### config.mk
export PLATFORM = sky130hd
export DESIGN_NAME = sertx_mp
export DESIGN_NICKNAME = d
export VERILOG_FILES = /design/src/rtl/sertx_mp_pkg.sv /design/src/rtl/sertx_mp_shifter.sv /design/src/rtl/sertx_mp_rxcap.sv /design/src/rtl/sertx_mp_regs.sv /design/src/rtl/sertx_mp.sv
export SDC_FILE = /design/constraint.sdc
export NUM_CORES = 1
export LEC_CHECK = 0
export ABC_AREA = 0
export BUFFER_PORTS_ARGS = -buffer_cell sky130_fd_sc_hd__buf_4
export CORE_MARGIN = 4
export CORE_UTILIZATION = 58
export CTS_CLUSTER_DIAMETER = 150
export DETAILED_ROUTE_END_ITERATION = 10
export PLACE_DENSITY = 0.83
export SLEW_MARGIN = 20
export SYNTH_ARGS = -nofsm -noshare
export SYNTH_HDL_FRONTEND = slang
export SYNTH_SLANG_ARGS = --single-unit
### constraint.sdc
create_clock -name clk -period 3.44 [get_ports clk]
set_input_delay 0.344 -clock clk [delete_from_list [all_inputs] [get_ports clk]]
set_output_delay 0.344 -clock clk [all_outputs]
set_load 0.03 [all_outputs]
### src/rtl/sertx_mp_pkg.sv
package sertx_mp_pkg;
  localparam int unsigned ADDR_W = 2;

  localparam logic [ADDR_W-1:0] A_DATA = 2'd0;
  localparam logic [ADDR_W-1:0] A_CTRL = 2'd1;
  localparam logic [ADDR_W-1:0] A_STAT = 2'd2;

  // status bit positions
  localparam int unsigned SB_EMPTY = 7;
  localparam int unsigned SB_TEND  = 2;
  localparam int unsigned SB_MPB   = 1;
  localparam int unsigned SB_MPBT  = 0;

  localparam int unsigned CTRL_W = 4;

  typedef enum logic [2:0] {
    SH_IDLE,
    SH_START,
    SH_DATA,
    SH_MP,
    SH_STOP
  } sh_state_e;

  // control register layout, bit 0 at the right
  typedef struct packed {
    logic sync;
    logic mp_fmt;
    logic rx_en;
    logic tx_en;
  } ctrl_t;
endpackage

### src/rtl/sertx_mp_shifter.sv
module sertx_mp_shifter
  import sertx_mp_pkg::*;
#(
  parameter int unsigned DATA_W = 8
) (
  input  logic              clk,
  input  logic              rst_n,
  input  logic              en,
  input  logic              tick,
  input  logic              pend,
  input  logic              mp_on,
  input  logic              mp_val,
  input  logic [DATA_W-1:0] load_data,
  output logic              take,
  output logic              done_idle,
  output logic              txd
);
  localparam int unsigned CNT_W = (DATA_W > 1) ? $clog2(DATA_W) : 1;
  localparam logic [CNT_W-1:0] LAST = CNT_W'(DATA_W - 1);

  sh_state_e         st_q;
  logic [DATA_W-1:0] sh_q;
  logic [CNT_W-1:0]  cnt_q;
  logic              mpv_q;
  logic              mpo_q;
  logic              txd_q;
  logic              stop_end;

  assign stop_end  = en && tick && (st_q == SH_STOP);
  assign take      = en && pend && ((st_q == SH_IDLE) || stop_end);
  assign done_idle = stop_end && !pend;
  assign txd       = txd_q;

  always_ff @(posedge clk or negedge rst_n) begin
    if (!rst_n) begin
      st_q  <= SH_IDLE;
      sh_q  <= '0;
      cnt_q <= '0;
      mpv_q <= 1'b0;
      mpo_q <= 1'b0;
      txd_q <= 1'b1;
    end else if (!en) begin
      st_q  <= SH_IDLE;
      txd_q <= 1'b1;
    end else if (take) begin
      st_q  <= SH_START;
      txd_q <= 1'b0;
      sh_q  <= load_data;
      mpv_q <= mp_val;
      mpo_q <= mp_on;
      cnt_q <= '0;
    end else if (tick) begin
      case (st_q)
        SH_START: begin
          st_q  <= SH_DATA;
          txd_q <= sh_q[0];
          sh_q  <= sh_q >> 1;
          cnt_q <= '0;
        end
        SH_DATA: begin
          if (cnt_q == LAST) begin
            if (mpo_q) begin
              st_q  <= SH_MP;
              txd_q <= mpv_q;
            end else begin
              st_q  <= SH_STOP;
              txd_q <= 1'b1;
            end
          end else begin
            cnt_q <= cnt_q + 1'b1;
            txd_q <= sh_q[0];
            sh_q  <= sh_q >> 1;
          end
        end
        SH_MP: begin
          st_q  <= SH_STOP;
          txd_q <= 1'b1;
        end
        default: begin
          st_q  <= SH_IDLE;
          txd_q <= 1'b1;
        end
      endcase
    end
  end
endmodule

### src/rtl/sertx_mp_rxcap.sv
module sertx_mp_rxcap (
  input  logic clk,
  input  logic rst_n,
  input  logic cap_en,
  input  logic rx_valid,
  input  logic rx_mpb,
  output logic mpb
);
  always_ff @(posedge clk or negedge rst_n) begin
    if (!rst_n)                 mpb <= 1'b0;
    else if (rx_valid && cap_en) mpb <= rx_mpb;
  end
endmodule

### src/rtl/sertx_mp_regs.sv
module sertx_mp_regs
  import sertx_mp_pkg::*;
#(
  parameter int unsigned DATA_W = 8
) (
  input  logic              clk,
  input  logic              rst_n,
  input  logic              reg_wr,
  input  logic              reg_rd,
  input  logic [ADDR_W-1:0] reg_addr,
  input  logic [DATA_W-1:0] reg_wdata,
  output logic [DATA_W-1:0] reg_rdata,
  input  logic              dma_valid,
  input  logic [DATA_W-1:0] dma_data,
  output logic              dma_ready,
  input  logic              standby,
  input  logic              take,
  input  logic              done_idle,
  input  logic              mpb,
  output ctrl_t             ctrl,
  output logic [DATA_W-1:0] tdr,
  output logic              mpbt,
  output logic              empty,
  output logic              tend
);
  logic stat_rd, stat_wr, sw_clr, dma_acc, armed_q, line_off;
  logic [DATA_W-1:0] stat_v;

  assign stat_rd   = reg_rd && (reg_addr == A_STAT);
  assign stat_wr   = reg_wr && (reg_addr == A_STAT);
  assign sw_clr    = stat_wr && !reg_wdata[SB_EMPTY] && armed_q && empty;
  assign dma_ready = empty;
  assign dma_acc   = dma_valid && empty;
  assign line_off  = !ctrl.tx_en || standby;

  always_comb begin
    stat_v          = '0;
    stat_v[SB_EMPTY] = empty;
    stat_v[SB_TEND]  = tend;
    stat_v[SB_MPB]   = mpb;
    stat_v[SB_MPBT]  = mpbt;
  end

  always_comb begin
    case (reg_addr)
      A_DATA:  reg_rdata = tdr;
      A_CTRL:  reg_rdata = {{(DATA_W-CTRL_W){1'b0}}, ctrl};
      A_STAT:  reg_rdata = stat_v;
      default: reg_rdata = '0;
    endcase
  end

  always_ff @(posedge clk or negedge rst_n) begin
    if (!rst_n) begin
      ctrl    <= '0;
      tdr     <= '0;
      mpbt    <= 1'b0;
      empty   <= 1'b1;
      tend    <= 1'b1;
      armed_q <= 1'b0;
    end else begin
      if (reg_wr && (reg_addr == A_CTRL)) ctrl <= ctrl_t'(reg_wdata[CTRL_W-1:0]);
      if (stat_wr) mpbt <= reg_wdata[SB_MPBT];

      if (dma_acc)                             tdr <= dma_data;
      else if (reg_wr && (reg_addr == A_DATA)) tdr <= reg_wdata;

      if (take)                   empty <= 1'b1;
      else if (sw_clr || dma_acc) empty <= 1'b0;

      if (take || sw_clr || dma_acc || !empty) armed_q <= 1'b0;
      else if (stat_rd)                        armed_q <= 1'b1;

      if (line_off)               tend <= 1'b1;
      else if (sw_clr || dma_acc) tend <= 1'b0;
      else if (done_idle)         tend <= 1'b1;
    end
  end
endmodule

### src/rtl/sertx_mp.sv
module sertx_mp
  import sertx_mp_pkg::*;
#(
  parameter int unsigned DATA_W = 8
) (
  input  logic              clk,
  input  logic              rst_n,
  input  logic              reg_wr,
  input  logic              reg_rd,
  input  logic [1:0]        reg_addr,
  input  logic [DATA_W-1:0] reg_wdata,
  output logic [DATA_W-1:0] reg_rdata,
  input  logic              dma_valid,
  input  logic [DATA_W-1:0] dma_data,
  output logic              dma_ready,
  input  logic              bit_tick,
  input  logic              standby,
  input  logic              rx_valid,
  input  logic              rx_mpb,
  output logic              txd
);
  ctrl_t             ctrl_q;
  logic [DATA_W-1:0] tdr_w;
  logic              mpbt_w, empty_w, tend_w, mpb_w;
  logic              take_w, done_w, en_w, mp_on_w, cap_en_w;
  logic              tx_en_w, rx_en_w;

  assign tx_en_w  = ctrl_q.tx_en;
  assign rx_en_w  = ctrl_q.rx_en;
  assign en_w     = ctrl_q.tx_en && !standby;
  assign mp_on_w  = ctrl_q.mp_fmt && !ctrl_q.sync;
  assign cap_en_w = ctrl_q.rx_en && mp_on_w;

  sertx_mp_regs #(.DATA_W(DATA_W)) u_regs (
    .clk(clk), .rst_n(rst_n),
    .reg_wr(reg_wr), .reg_rd(reg_rd), .reg_addr(reg_addr),
    .reg_wdata(reg_wdata), .reg_rdata(reg_rdata),
    .dma_valid(dma_valid), .dma_data(dma_data), .dma_ready(dma_ready),
    .standby(standby), .take(take_w), .done_idle(done_w), .mpb(mpb_w),
    .ctrl(ctrl_q), .tdr(tdr_w), .mpbt(mpbt_w), .empty(empty_w), .tend(tend_w)
  );

  sertx_mp_shifter #(.DATA_W(DATA_W)) u_shift (
    .clk(clk), .rst_n(rst_n), .en(en_w), .tick(bit_tick), .pend(!empty_w),
    .mp_on(mp_on_w), .mp_val(mpbt_w), .load_data(tdr_w),
    .take(take_w), .done_idle(done_w), .txd(txd)
  );

  sertx_mp_rxcap u_rxcap (
    .clk(clk), .rst_n(rst_n), .cap_en(cap_en_w),
    .rx_valid(rx_valid), .rx_mpb(rx_mpb), .mpb(mpb_w)
  );
endmodule

==> results.sh <==
export IMPL_grt_pass1_wl_mm=6.69
export IMPL_max_cap_violations=0
export IMPL_antenna_left=0
export IMPL_fmax_ghz=0.443
export IMPL_dp_cells=245
export IMPL_synthCells=172
export IMPL_hp_start="rx_mpb"
export IMPL_dpl_cell_area_mm2=0.00213
export IMPL_yosysWarningCount=0
export IMPL_most_common_layout_cells="36 x buf_4, 31 x dfrtp_1, 19 x nand2_1, 18 x o21ai_0"
export IMPL_status="finished, final reports clean"
export IMPL_mostFrequentLayoutCell="buf_4"
export IMPL_drv_slew=0
export IMPL_timing_critical_path_fanout_max=10
export IMPL_drt_first_iter_violations=88
export IMPL_main_combinational_cell_family_by_area_after_synthesis="multiplexers"
export IMPL_fillCellCount=246
export IMPL_timing_final_hold_violations=0
export IMPL_initial_core_utilization=0.607
export IMPL_synth_adder_area_share=0.0135
export IMPL_worst_path_max_delay_cell="or3b_1"
export IMPL_synthXorXnorAreaFrac=0
export IMPL_p_leak_nw=1.07
export IMPL_rsz_0062_raised_after_global_routing="false"
export IMPL_globalplace_congestion=0.916
export IMPL_synth_seq_cells=34
export IMPL_timing_hold_worst_endpoint="u_rxcap.mpb"
export IMPL_dp_slack_ps=1180
export IMPL_tritoncts_clock_tree="done"
export IMPL_grt_busiest_layer="met2"
export IMPL_area_of_all_placed_cells_without_fillers_mm2=0.00221
export IMPL_chipWidth_um=64.5
export IMPL_synth_edff_count=0
export IMPL_pwr_density_cell_mw_per_mm2=587
export IMPL_areaGrowthSynthToFinish_pct=19.4
export IMPL_critPathTopFamily="simple AND/OR/NAND/NOR gates"
export IMPL_timing_critical_path_slowest_cell_delay_ps=510
export IMPL_worstSetupStartpointType="register"
export IMPL_setup_slack_ps=1180
export IMPL_synth_largest_area_cell="dfrtp_1"
export IMPL_place_hpwl_mm=2.94
export IMPL_synth_mux_area_fraction=0.212
export IMPL_finClkSkew_ps=10.9
export IMPL_clock_sink_count=34
export IMPL_fin_crit_ps=2260
export IMPL_min_delay_path_class="in2reg"
export IMPL_drtPass1Iterations=4
export IMPL_crit_arrival_ps=2490
export IMPL_synth_nets=201
export IMPL_synth_seq_area_share=0.461
export IMPL_synth_top_cells_by_area="dfrtp_1 42%, mux2_2 7.9%, mux2i_1 7.0%"
export IMPL_via_count=1399
export IMPL_first_global_vias=1432
export IMPL_r2r_slack_ps=1180
export IMPL_post_cts_resized_instances=0
export IMPL_timing_final_crit_share=0.657
export IMPL_ioPinCount=37
export IMPL_die_h_um=64.5
export IMPL_grtUsageTotal=0.211
export IMPL_die_outline_area_mm2=0.00417
export IMPL_cts_buffers=5
export IMPL_setup_total_negative_slack_ps=0
export IMPL_h_tree_depth=2
export IMPL_routed_length_per_instance_um=15.4
export IMPL_synth_simple_gate_area_share=0.156
export IMPL_ys_dominant_reg_cell="dfrtp_1"
export IMPL_grt_antenna_before_repair=0
export IMPL_cts_reportedPaths_clkPinSlew_ps=110
export IMPL_global_route_track_usage_on_met2=0.360
export IMPL_routed_via_density=5.51
export IMPL_port_buffers=36
export IMPL_worst_r2r_path_depth=5
export IMPL_clk_buf_depth=2
export IMPL_maximum_number_of_pins_on_one_net_before_global_route_repair=35
export IMPL_clk_latency_ps=350
export IMPL_final_net_count=238
export IMPL_endpoint_kind="register"
export IMPL_synth_area_per_cell_um2=10.8
export IMPL_irDropWorstVdd_v=0.000373
export IMPL_wirelength_mm=3.90
export IMPL_grt_met1_usage=0.261
export IMPL_slew_headroom=0.382
export IMPL_crit_buf_inv=0
export IMPL_layout_drive_gt1_share=0.333
export IMPL_cts_root_buf="clkbuf_4"
export IMPL_worst_path_most_repeated_cell="ha_1"
export IMPL_drt_drc_violations_left=0
export IMPL_n_antenna_cell=0
export IMPL_min_delay_path_depth=2
export IMPL_critical_path_cell_chain="ha_1, ha_1, nor4_1, or3b_1, mux2_4"
export IMPL_regToRegStartpoint="u_shift.cnt_q[0]"
export IMPL_worst_setup_path_type="reg2reg"
export IMPL_core_area_mm2=0.00305
export IMPL_async_flop_share=1.00
export IMPL_synthesis_area_mm2=0.00185
export IMPL_worst_pin_slew_ps=925
export IMPL_final_util=0.725
export IMPL_netlist_area_leader_share=0.418
export IMPL_rr_endpoint="u_shift.sh_q[3]"
export IMPL_setup_violations=0
export IMPL_globalRoute_totalOverflow=0
export IMPL_synth_compound_area_frac=0.114
export IMPL_synth_distinct_cells=41
export IMPL_required_ps=3680
export IMPL_placementRows=20
export IMPL_finalNonFillerCells=254
export IMPL_met3_usage=0.0572
==> cell usage after synthesis (3+ instances only) <==
library cell and instances:
buf_6 3, nor2b_1 4, mux2_4 7, nand3b_1 3, mux2_2 13, dfrtp_1 31, nor2_1 6, nand2_1 19
o21ai_0 18, nand2b_1 4, mux2i_1 13, inv_1 8, and2_1 4, a21oi_1 4, dfstp_2 3
==> repair_timing <==
action,CTS,global route
hold buffers,1,0
endpoints found under the setup margin,0,0
setup buffers,0,0
hold endpoints to repair,31,0
==> through the flow <==
step	hold slack (ps)	total power (W)
2_1_floorplan	48.4	0.000894
3_3_place_gp	309	0.000994
3_5_place_dp	318	0.00102
4_1_cts	227	0.00130
5_1_grt	221	0.00138
6_report	233	0.00130
==> layout make-up <==
type / count / area (um^2) / area share
clock inverter: 1 / 30.0 / 0.0136
tap: 44 / 55.1 / 0.0249
multi-input combinational: 123 / 918 / 0.415
inverter: 8 / 30.0 / 0.0136
timing repair buffer: 37 / 280 / 0.127
clock buffer: 7 / 45.0 / 0.0204
sequential: 34 / 855 / 0.386
==> kinds of logic (layout without fill, tap and decap cells) <==
logic type,count (synthesis),in the layout
DFF,34,34
AOI/OAI and AO/OA,35,35
muxes,34,34
adders and majority gates,2,2
buffers and inverters,15,53
and+or+nand+nor,52,52
==> how the worst max path moves through the flow <==
stage / startpoint / endpoint / slack (ps) / cells past startpoint
global placement: u_shift.cnt_q[0] / u_shift.sh_q[1] / 1270 / 5
CTS: u_shift.cnt_q[0] / u_shift.sh_q[3] / 1170 / 5
global route: u_shift.cnt_q[0] / u_shift.sh_q[3] / 1040 / 5
finish: u_shift.cnt_q[0] / u_shift.sh_q[3] / 1180 / 5
detailed placement: u_shift.cnt_q[0] / u_shift.sh_q[3] / 1180 / 5
floorplan: u_shift.cnt_q[0] / u_shift.sh_q[0] / 1520 / 6
==> worst register-to-register path, stage by stage, from the launching register on <==
cell and delay [ps]:
dfrtp_1 420, ha_1 210, ha_1 250, nor4_1 420
or3b_1 510, mux2_4 350
==> layer usage <==
| layer | vias up | share of wire |
|---|---|---|
| met5 | - | 0 |
| met4 | 0 | 0.012 |
| met3 | 5 | 0.048 |
| met2 | 34 | 0.51 |
| met1 | 677 | 0.43 |
| li1 | 683 | - |
==> power by group <==
group          switching, W  internal (W)
combinational      0.000178      0.000220
sequential        0.0000947      0.000514
clock              0.000139      0.000154
total              0.000412      0.000888
==> flip-flops by register name, indices dropped and copies added, names as in the netlist <==
name              flops
u_regs.armed_q        1
u_regs.ctrl           4
u_regs.dma_ready      1
u_regs.mpbt           1
u_regs.tdr            8
u_regs.tend           1
u_rxcap.mpb           1
u_shift.cnt_q         3
u_shift.mpo_q         1
u_shift.mpv_q         1
u_shift.sh_q          8
u_shift.st_q          3
u_shift.txd           1
(Power assumes the default switching activity.)
